==> config.mk <==
export PLATFORM = sky130hd
export DESIGN_NAME = xlate_buffer
export DESIGN_NICKNAME = d
export VERILOG_FILES = /design/src/rtl/xlate_pkg.sv /design/src/rtl/xlate_match.sv /design/src/rtl/xlate_ctrl.sv /design/src/rtl/xlate_store.sv /design/src/rtl/xlate_buffer.sv
export SDC_FILE = /design/constraint.sdc
export NUM_CORES = 2
export LEC_CHECK = 0
export ABC_CLOCK_PERIOD_IN_PS = 30000
export BUFFER_PORTS_ARGS = -buffer_cell sky130_fd_sc_hd__clkbuf_2
export CORE_MARGIN = 8
export CORE_UTILIZATION = 64
export DETAILED_ROUTE_END_ITERATION = 7
export GPL_TIMING_DRIVEN = 0
export PLACE_DENSITY = 0.82
export RECOVER_POWER = 50
export SYNTH_ARGS = -nofsm -noshare
export SYNTH_HDL_FRONTEND = slang
export SYNTH_SLANG_ARGS = --single-unit
==> constraint.sdc <==
create_clock -name clk -period 30 [get_ports clk]
set_clock_uncertainty 0.2 [all_clocks]
set_input_delay 6 -clock clk [delete_from_list [all_inputs] [get_ports clk]]
set_output_delay 6 -clock clk [all_outputs]
set_load 0.02 [all_outputs]
==> src/rtl/xlate_pkg.sv <==
package xlate_pkg;
  // One-hot set of state-changing actions chosen by the control for this cycle.
  typedef struct packed {
    logic write;
    logic touch;
    logic demap;
    logic flushAll;
    logic flushNg;
  } xlateStrobe_t;
endpackage

==> src/rtl/xlate_match.sv <==
module xlate_match #(
  parameter int N      = 8,
  parameter int ADDR_W = 32,
  parameter int LOG_W  = 5,
  localparam int IDX_W = (N > 1) ? $clog2(N) : 1
) (
  input  logic [ADDR_W-1:0] addr,
  input  logic [ADDR_W-1:0] entVbase [N],
  input  logic [LOG_W-1:0]  entLog   [N],
  input  logic [N-1:0]      validVec,
  output logic [N-1:0]      hitVec,
  output logic              anyHit,
  output logic [IDX_W-1:0]  firstIdx
);
  for (genvar i = 0; i < N; i++) begin : g_cmp
    logic [ADDR_W-1:0] keepMask;
    assign keepMask  = ~((ADDR_W'(1) << entLog[i]) - ADDR_W'(1));
    assign hitVec[i] = validVec[i] && (((addr ^ entVbase[i]) & keepMask) == '0);
  end

  assign anyHit = |hitVec;

  always_comb begin
    firstIdx = '0;
    for (int i = N - 1; i >= 0; i--) begin
      if (hitVec[i]) firstIdx = IDX_W'(i);
    end
  end
endmodule

==> src/rtl/xlate_ctrl.sv <==
module xlate_ctrl
  import xlate_pkg::*;
#(
  parameter int N       = 8,
  parameter int STAMP_W = 32,
  localparam int IDX_W  = (N > 1) ? $clog2(N) : 1
) (
  input  logic               flushAll,
  input  logic               flushNonGlobal,
  input  logic               demapValid,
  input  logic               insValid,
  input  logic               insHit,
  input  logic [IDX_W-1:0]   insHitIdx,
  input  logic               lkTouch,
  input  logic               lkHit,
  input  logic [N-1:0]       validVec,
  input  logic [STAMP_W-1:0] stamps [N],
  output xlateStrobe_t       strobe,
  output logic [IDX_W-1:0]   tgtIdx,
  output logic               insExisting
);
  logic             freeFound;
  logic [IDX_W-1:0] freeIdx;
  logic [IDX_W-1:0] lruIdx;
  logic [STAMP_W-1:0] lruStamp;
  logic             maintBusy;

  // Lowest-numbered free slot.
  always_comb begin
    freeFound = 1'b0;
    freeIdx   = '0;
    for (int i = N - 1; i >= 0; i--) begin
      if (!validVec[i]) begin
        freeFound = 1'b1;
        freeIdx   = IDX_W'(i);
      end
    end
  end

  // Oldest slot; strict compare keeps the lowest index on ties.
  always_comb begin
    lruIdx   = '0;
    lruStamp = stamps[0];
    for (int i = 1; i < N; i++) begin
      if (stamps[i] < lruStamp) begin
        lruIdx   = IDX_W'(i);
        lruStamp = stamps[i];
      end
    end
  end

  assign insExisting = insHit;
  assign tgtIdx      = insHit ? insHitIdx : (freeFound ? freeIdx : lruIdx);
  assign maintBusy   = flushAll || flushNonGlobal || demapValid;

  always_comb begin
    strobe          = '0;
    strobe.flushAll = flushAll;
    strobe.flushNg  = !flushAll && flushNonGlobal;
    strobe.demap    = !flushAll && !flushNonGlobal && demapValid;
    strobe.write    = !maintBusy && insValid && !insHit;
    strobe.touch    = !maintBusy && !insValid && lkTouch && lkHit;
  end
endmodule

==> src/rtl/xlate_store.sv <==
module xlate_store
  import xlate_pkg::*;
#(
  parameter int N       = 8,
  parameter int ADDR_W  = 32,
  parameter int LOG_W   = 5,
  parameter int STAMP_W = 32,
  localparam int IDX_W  = (N > 1) ? $clog2(N) : 1
) (
  input  logic               clk,
  input  logic               rstN,
  input  xlateStrobe_t       strobe,
  input  logic [IDX_W-1:0]   wrIdx,
  input  logic [IDX_W-1:0]   touchIdx,
  input  logic [N-1:0]       demapHits,
  input  logic [ADDR_W-1:0]  wrVbase,
  input  logic [ADDR_W-1:0]  wrPbase,
  input  logic [LOG_W-1:0]   wrLog,
  input  logic               wrGlobal,
  input  logic               wrUncache,
  input  logic [IDX_W-1:0]   rdIdx,
  input  logic [ADDR_W-1:0]  rdVaddr,
  output logic [ADDR_W-1:0]  rdPaddr,
  output logic               rdUncache,
  output logic [N-1:0]       validVec,
  output logic [N-1:0]       globalVec,
  output logic [ADDR_W-1:0]  vbaseArr [N],
  output logic [LOG_W-1:0]   logArr   [N],
  output logic [STAMP_W-1:0] stampArr [N],
  output logic [STAMP_W-1:0] stampCnt
);
  logic [ADDR_W-1:0]  pbaseQ [N];
  logic [N-1:0]       uncacheQ;
  logic [STAMP_W-1:0] nextStamp;
  logic [ADDR_W-1:0]  lowMask;

  assign nextStamp = stampCnt + STAMP_W'(1);

  always_ff @(posedge clk or negedge rstN) begin
    if (!rstN) begin
      validVec  <= '0;
      globalVec <= '0;
      uncacheQ  <= '0;
      stampCnt  <= '0;
      for (int i = 0; i < N; i++) begin
        vbaseArr[i] <= '0;
        pbaseQ[i]   <= '0;
        logArr[i]   <= '0;
        stampArr[i] <= '0;
      end
    end else begin
      if (strobe.flushAll) begin
        validVec <= '0;
      end else if (strobe.flushNg) begin
        validVec <= validVec & globalVec;
      end else if (strobe.demap) begin
        validVec <= validVec & ~demapHits;
      end else if (strobe.write) begin
        validVec[wrIdx]  <= 1'b1;
        vbaseArr[wrIdx]  <= wrVbase;
        pbaseQ[wrIdx]    <= wrPbase;
        logArr[wrIdx]    <= wrLog;
        globalVec[wrIdx] <= wrGlobal;
        uncacheQ[wrIdx]  <= wrUncache;
        stampArr[wrIdx]  <= nextStamp;
        stampCnt         <= nextStamp;
      end else if (strobe.touch) begin
        stampArr[touchIdx] <= nextStamp;
        stampCnt           <= nextStamp;
      end
    end
  end

  assign lowMask   = (ADDR_W'(1) << logArr[rdIdx]) - ADDR_W'(1);
  assign rdPaddr   = pbaseQ[rdIdx] | (rdVaddr & lowMask);
  assign rdUncache = uncacheQ[rdIdx];
endmodule

==> src/rtl/xlate_buffer.sv <==
module xlate_buffer
  import xlate_pkg::*;
#(
  parameter int NUM_ENTRIES = 8,
  parameter int ADDR_W      = 32,
  parameter int LOG_W       = 5,
  parameter int STAMP_W     = 32,
  localparam int IDX_W      = (NUM_ENTRIES > 1) ? $clog2(NUM_ENTRIES) : 1
) (
  input  logic              clk,
  input  logic              rstN,
  input  logic [ADDR_W-1:0] lkVaddr,
  input  logic              lkTouch,
  output logic              lkHit,
  output logic [IDX_W-1:0]  lkIdx,
  output logic [ADDR_W-1:0] lkPaddr,
  output logic              lkUncache,
  input  logic              insValid,
  input  logic [ADDR_W-1:0] insVbase,
  input  logic [ADDR_W-1:0] insPbase,
  input  logic [LOG_W-1:0]  insLog,
  input  logic              insGlobal,
  input  logic              insUncache,
  output logic              insExisting,
  output logic [IDX_W-1:0]  insIdx,
  input  logic              demapValid,
  input  logic [ADDR_W-1:0] demapVaddr,
  input  logic              flushAll,
  input  logic              flushNonGlobal
);
  if (NUM_ENTRIES < 1) begin : g_bad_size
    $error("xlate_buffer: NUM_ENTRIES must be at least 1");
  end

  xlateStrobe_t       strobe;
  logic [NUM_ENTRIES-1:0] validVec;
  logic [NUM_ENTRIES-1:0] globalVec;
  logic [ADDR_W-1:0]  vbaseArr [NUM_ENTRIES];
  logic [LOG_W-1:0]   logArr   [NUM_ENTRIES];
  logic [STAMP_W-1:0] stampArr [NUM_ENTRIES];
  logic [STAMP_W-1:0] stampCnt;

  logic [NUM_ENTRIES-1:0] lkHits, insHits, demapHits;
  logic               lkAny, insAny, demapAny;
  logic [IDX_W-1:0]   lkFirst, insFirst, demapFirst;
  logic [ADDR_W-1:0]  rdPaddr;
  logic               rdUncache;

  xlate_match #(.N(NUM_ENTRIES), .ADDR_W(ADDR_W), .LOG_W(LOG_W)) u_lkMatch (
    .addr(lkVaddr), .entVbase(vbaseArr), .entLog(logArr), .validVec(validVec),
    .hitVec(lkHits), .anyHit(lkAny), .firstIdx(lkFirst));

  xlate_match #(.N(NUM_ENTRIES), .ADDR_W(ADDR_W), .LOG_W(LOG_W)) u_insMatch (
    .addr(insVbase), .entVbase(vbaseArr), .entLog(logArr), .validVec(validVec),
    .hitVec(insHits), .anyHit(insAny), .firstIdx(insFirst));

  xlate_match #(.N(NUM_ENTRIES), .ADDR_W(ADDR_W), .LOG_W(LOG_W)) u_dmMatch (
    .addr(demapVaddr), .entVbase(vbaseArr), .entLog(logArr), .validVec(validVec),
    .hitVec(demapHits), .anyHit(demapAny), .firstIdx(demapFirst));

  xlate_ctrl #(.N(NUM_ENTRIES), .STAMP_W(STAMP_W)) u_ctrl (
    .flushAll(flushAll), .flushNonGlobal(flushNonGlobal), .demapValid(demapValid),
    .insValid(insValid), .insHit(insAny), .insHitIdx(insFirst),
    .lkTouch(lkTouch), .lkHit(lkAny), .validVec(validVec), .stamps(stampArr),
    .strobe(strobe), .tgtIdx(insIdx), .insExisting(insExisting));

  xlate_store #(.N(NUM_ENTRIES), .ADDR_W(ADDR_W), .LOG_W(LOG_W), .STAMP_W(STAMP_W)) u_store (
    .clk(clk), .rstN(rstN), .strobe(strobe), .wrIdx(insIdx), .touchIdx(lkFirst),
    .demapHits(demapHits), .wrVbase(insVbase), .wrPbase(insPbase), .wrLog(insLog),
    .wrGlobal(insGlobal), .wrUncache(insUncache), .rdIdx(lkFirst), .rdVaddr(lkVaddr),
    .rdPaddr(rdPaddr), .rdUncache(rdUncache), .validVec(validVec), .globalVec(globalVec),
    .vbaseArr(vbaseArr), .logArr(logArr), .stampArr(stampArr), .stampCnt(stampCnt));

  assign lkHit     = lkAny;
  assign lkIdx     = lkFirst;
  assign lkPaddr   = lkAny ? rdPaddr : '0;
  assign lkUncache = lkAny && rdUncache;

  logic unusedSig;
  assign unusedSig = demapAny ^ (|demapFirst);
endmodule

==> metrics.md <==
| Metric | Value |
|---|---|
| Ys flop type | dfrtp_1 |
| CP endpoint kind | output pin |
| Clock sinks | 864 |
| Endpoint, Worst Hold | u_store.stampArr[237] |
| Worst-Skew Late Latency | 750 ps |
| Share of layout cells above drive strength 1 | between 10% and 20% |
| Final period util | a little over nine tenths |
| Fmax | between 0.03 and 0.04 GHz |
| Distinct cells, synth | 90 |
| Ports | 183 |
| CTS Root Cell | clkbuf_16 |
| Final-report max-slew violation count | roughly 1200 |
| Vias | about 58000 |
| Minimum clock period | approximately 29000 ps |
| Initial Util | around 65% |
| Die height | between 300 and 400 um |
| Reg2reg start | u_store.stampArr[213] |
| Delay of the slowest critical-path stage | 660 ps |
| Grt ovf | 0 |
| Highest routed metal layer | met5 |
| Syn_area_per_cell | between 9 and 10 um^2 |
| First-pass GRT wire length | 390 mm |
| CTS H-tree lvls | 3 |
| Antenna violations before repair | 36 |
| Area growth, synth to finish | 9.53% |
| Die X | between 300 and 400 um |
| Vias in the first global route | about 54000 |
| CTS Hold Bufs | 0 |
| Post-synthesis net count | 6500 |
| IO buf count | 86 |
| Sequential area share after synthesis | a little under two fifths |
| Ys Warns | 0 |
| Post-Route WL | 281 mm |
| Core Rows | 110 |
| Worst hold path depth | 1 |
| Clock slew at reported path FFs | around 60 ps |
| Class of the worst hold path | flip-flop to flip-flop |
| TritonCTS buffer count | 95 |
| Final Core Density | slightly above 70% |
| Worst setup path class | flip-flop to output pin |
| CTS tree | built |
| R2R depth | a little over 100 |
| WL met1 | just under 100 mm |
| Total GRT Usage | 52.8% |
| Asr flop ratio synth | 100% |
| Post-DP HPWL | between 150 and 200 mm |
| Slew headroom | -302% |
| Commonest cells after routing, fill and taps aside | 864 x dfrtp_1, 612 x mux2_2, 508 x nand2_1 |
| Wire length on met3 | 51.9 mm |
| Hold slack | roughly 300 ps |
| Synthesized flop and latch total | around 860 |
| Final non-filler cell total | roughly 7600 |
| Pin count of the biggest net entering global routing | approximately 120 |
| Critical path data arrival time | 22990 ps |
| Max cap viols | 50 |
| Clk buf depth | 3 |
| EDFF count, synth | 0 |
| Number of DRC markers in iteration 0 | 10400 |
| R2R Setup Slk | slightly below 5000 ps |
| Final hold viol count | 0 |
| Worst setup SP type | flip-flop |
| Antenna-violating nets left | 0 |
| Drt wl/cell | around 37 um |
| Total core area | ~90000 um^2 |
| Worst vdd ir | 0.0677 mV |
| RSZ-0062 raised after global routing | no |
| Hold wc startpoint | u_store.stampArr[237] |
| Met2 wire length | approximately 110 mm |
| DRC | a little under 50 |
| Failing checks | DRC, capacitance limit, slew limit |
| Die area | between 100000 and 150000 um^2 |
| Pwr dens | ~54 nW/um^2 |
| Mapped Area | 58400 um^2 |
| Cell count after synthesis | between 6000 and 7000 |
| Outcome | finished, violations left |
| P_leak | 0.0294 uW |
| R2R Path End | u_store.vbaseArr[252] |
| Final TNS setup | 0 ps |
| Vias per cell | between 7 and 8 |
| Most common cell after layout, fill and taps aside | dfrtp_1 |
| Placed cells | 7415 |
| GPL Wtd Cong | around 1.1 |
| Least-Margin Pin Slew | 6020 ps |
| Nets | roughly 6700 |
| Crit-path max FO | 10 |
| Setup violators final | 0 |
| CP most frequent cell | a21o_1 |
| Drt first pass iters | 8 |
| Crit path max-delay cell type | a21oi_1 |
| Required @ worst endpoint | about 24000 ps |
-- worst max-delay path by stage --
stage / end / slack, ps / startpoint / cells after the start
3_5_place_dp: insIdx[2] / 220 / u_store.stampArr[213] / 99
2_1_floorplan: insIdx[2] / 5720 / u_store.stampArr[193] / 102
3_3_place_gp: insIdx[2] / 650 / u_store.stampArr[213] / 101
5_1_grt: insIdx[2] / 40 / u_store.stampArr[213] / 102
4_1_cts: insIdx[2] / 170 / u_store.stampArr[215] / 102
6_report: insIdx[2] / 810 / u_store.stampArr[213] / 97
-- registers in the layout, indices dropped and copies added (netlist names) --
signal	count
u_store.globalVec	8
u_store.logArr	40
u_store.pbaseQ	256
u_store.stampArr	256
u_store.stampCnt	32
u_store.uncacheQ	8
u_store.validVec	8
u_store.vbaseArr	256
-- cell usage after synthesis, types with 35 or more instances --
cell type,count,area share (%)
a21o_1,64,0.82
a21oi_1,356,3.1
a221oi_1,40,0.60
a22o_1,78,1.2
a22oi_1,75,0.96
a2bb2oi_1,64,0.96
a31oi_1,35,0.38
buf_1,66,0.42
buf_2,42,0.36
clkbuf_1,327,2.1
dfrtp_1,864,37
ha_1,219,4.7
inv_1,179,1.2
mux2_1,42,0.81
mux2_2,612,12
nand2_1,509,3.3
nand3_1,62,0.53
nand4_1,75,0.80
nor2_1,372,2.4
nor3_1,83,0.71
o21ai_0,337,2.9
o221ai_1,43,0.65
o22a_1,37,0.56
o22ai_1,185,2.0
xnor2_1,474,7.1
xor2_1,362,5.4
-- cell type report --
| type | count | area, um^2 |
|---|---|---|
| diodes | 39 | 97.6 |
| plain buffers | 437 | 1780 |
| clock buffers | 136 | 2760 |
| clock inverters | 38 | 469 |
| fillers | 6515 | 26200 |
| inverters | 184 | 691 |
| multi-input cells | 4654 | 34400 |
| flip-flops and latches | 864 | 21600 |
| well taps | 1176 | 1470 |
| repair buffers | 104 | 616 |
-- metal layers --
layer	vias to the layer above	track usage (%)
li1	22500	-
met1	27800	64.5
met2	5667	68.3
met3	1549	31.4
met4	28	35.7
met5	-	2.90
-- stage by stage --
| stage | worst slack (ps) | power (uW) | instance area, um^2 |
|---|---|---|---|
| 2_1_floorplan | 5720 | 1780 | 58400 |
| 3_3_place_gp | 651 | 2090 | 60300 |
| 3_5_place_dp | 223 | 2110 | 60700 |
| 4_1_cts | 174 | 3330 | 63900 |
| 5_1_grt | 44.1 | 3470 | 63900 |
| 6_report | 808 | 3430 | 63900 |
-- repair_timing --
item                                    CTS  global route
buffers inserted                          0             1
endpoints found under the setup margin    3             3
gates resized for setup                   8            25
pin swaps                                 0             1
-- cell families (layout without fill, tap and decap cells) --
kind of cell	after synthesis	count (layout)	share of synthesized area, %
AOI/OAI and AO/OA	1583	1583	18.1
and+or+nand+nor	1319	1319	10.2
DFF	864	864	37.0
xor gates and xnor gates	836	836	12.5
muxes	686	686	13.2
buffers and inverters	621	899	4.10
adders and majority gates	230	230	4.88
other	0	39	0
-- worst max-delay path, delay by kind of cell (launching register included) --
kind	cells	cell delay [ps]
compound gates	49	10630
mux	1	300
fa+ha+maj	7	2210
flops	1	420
buf+inv	18	4300
simple gates	22	4380
-- power by group --
group	switching, uW	internal (uW)	total, uW
Sequential	55.0	1210	1270
Clock	557	697	1250
Combinational	629	275	904
Total	1240	2190	3430
No activity file was read; power rests on OpenSTA's default activity.
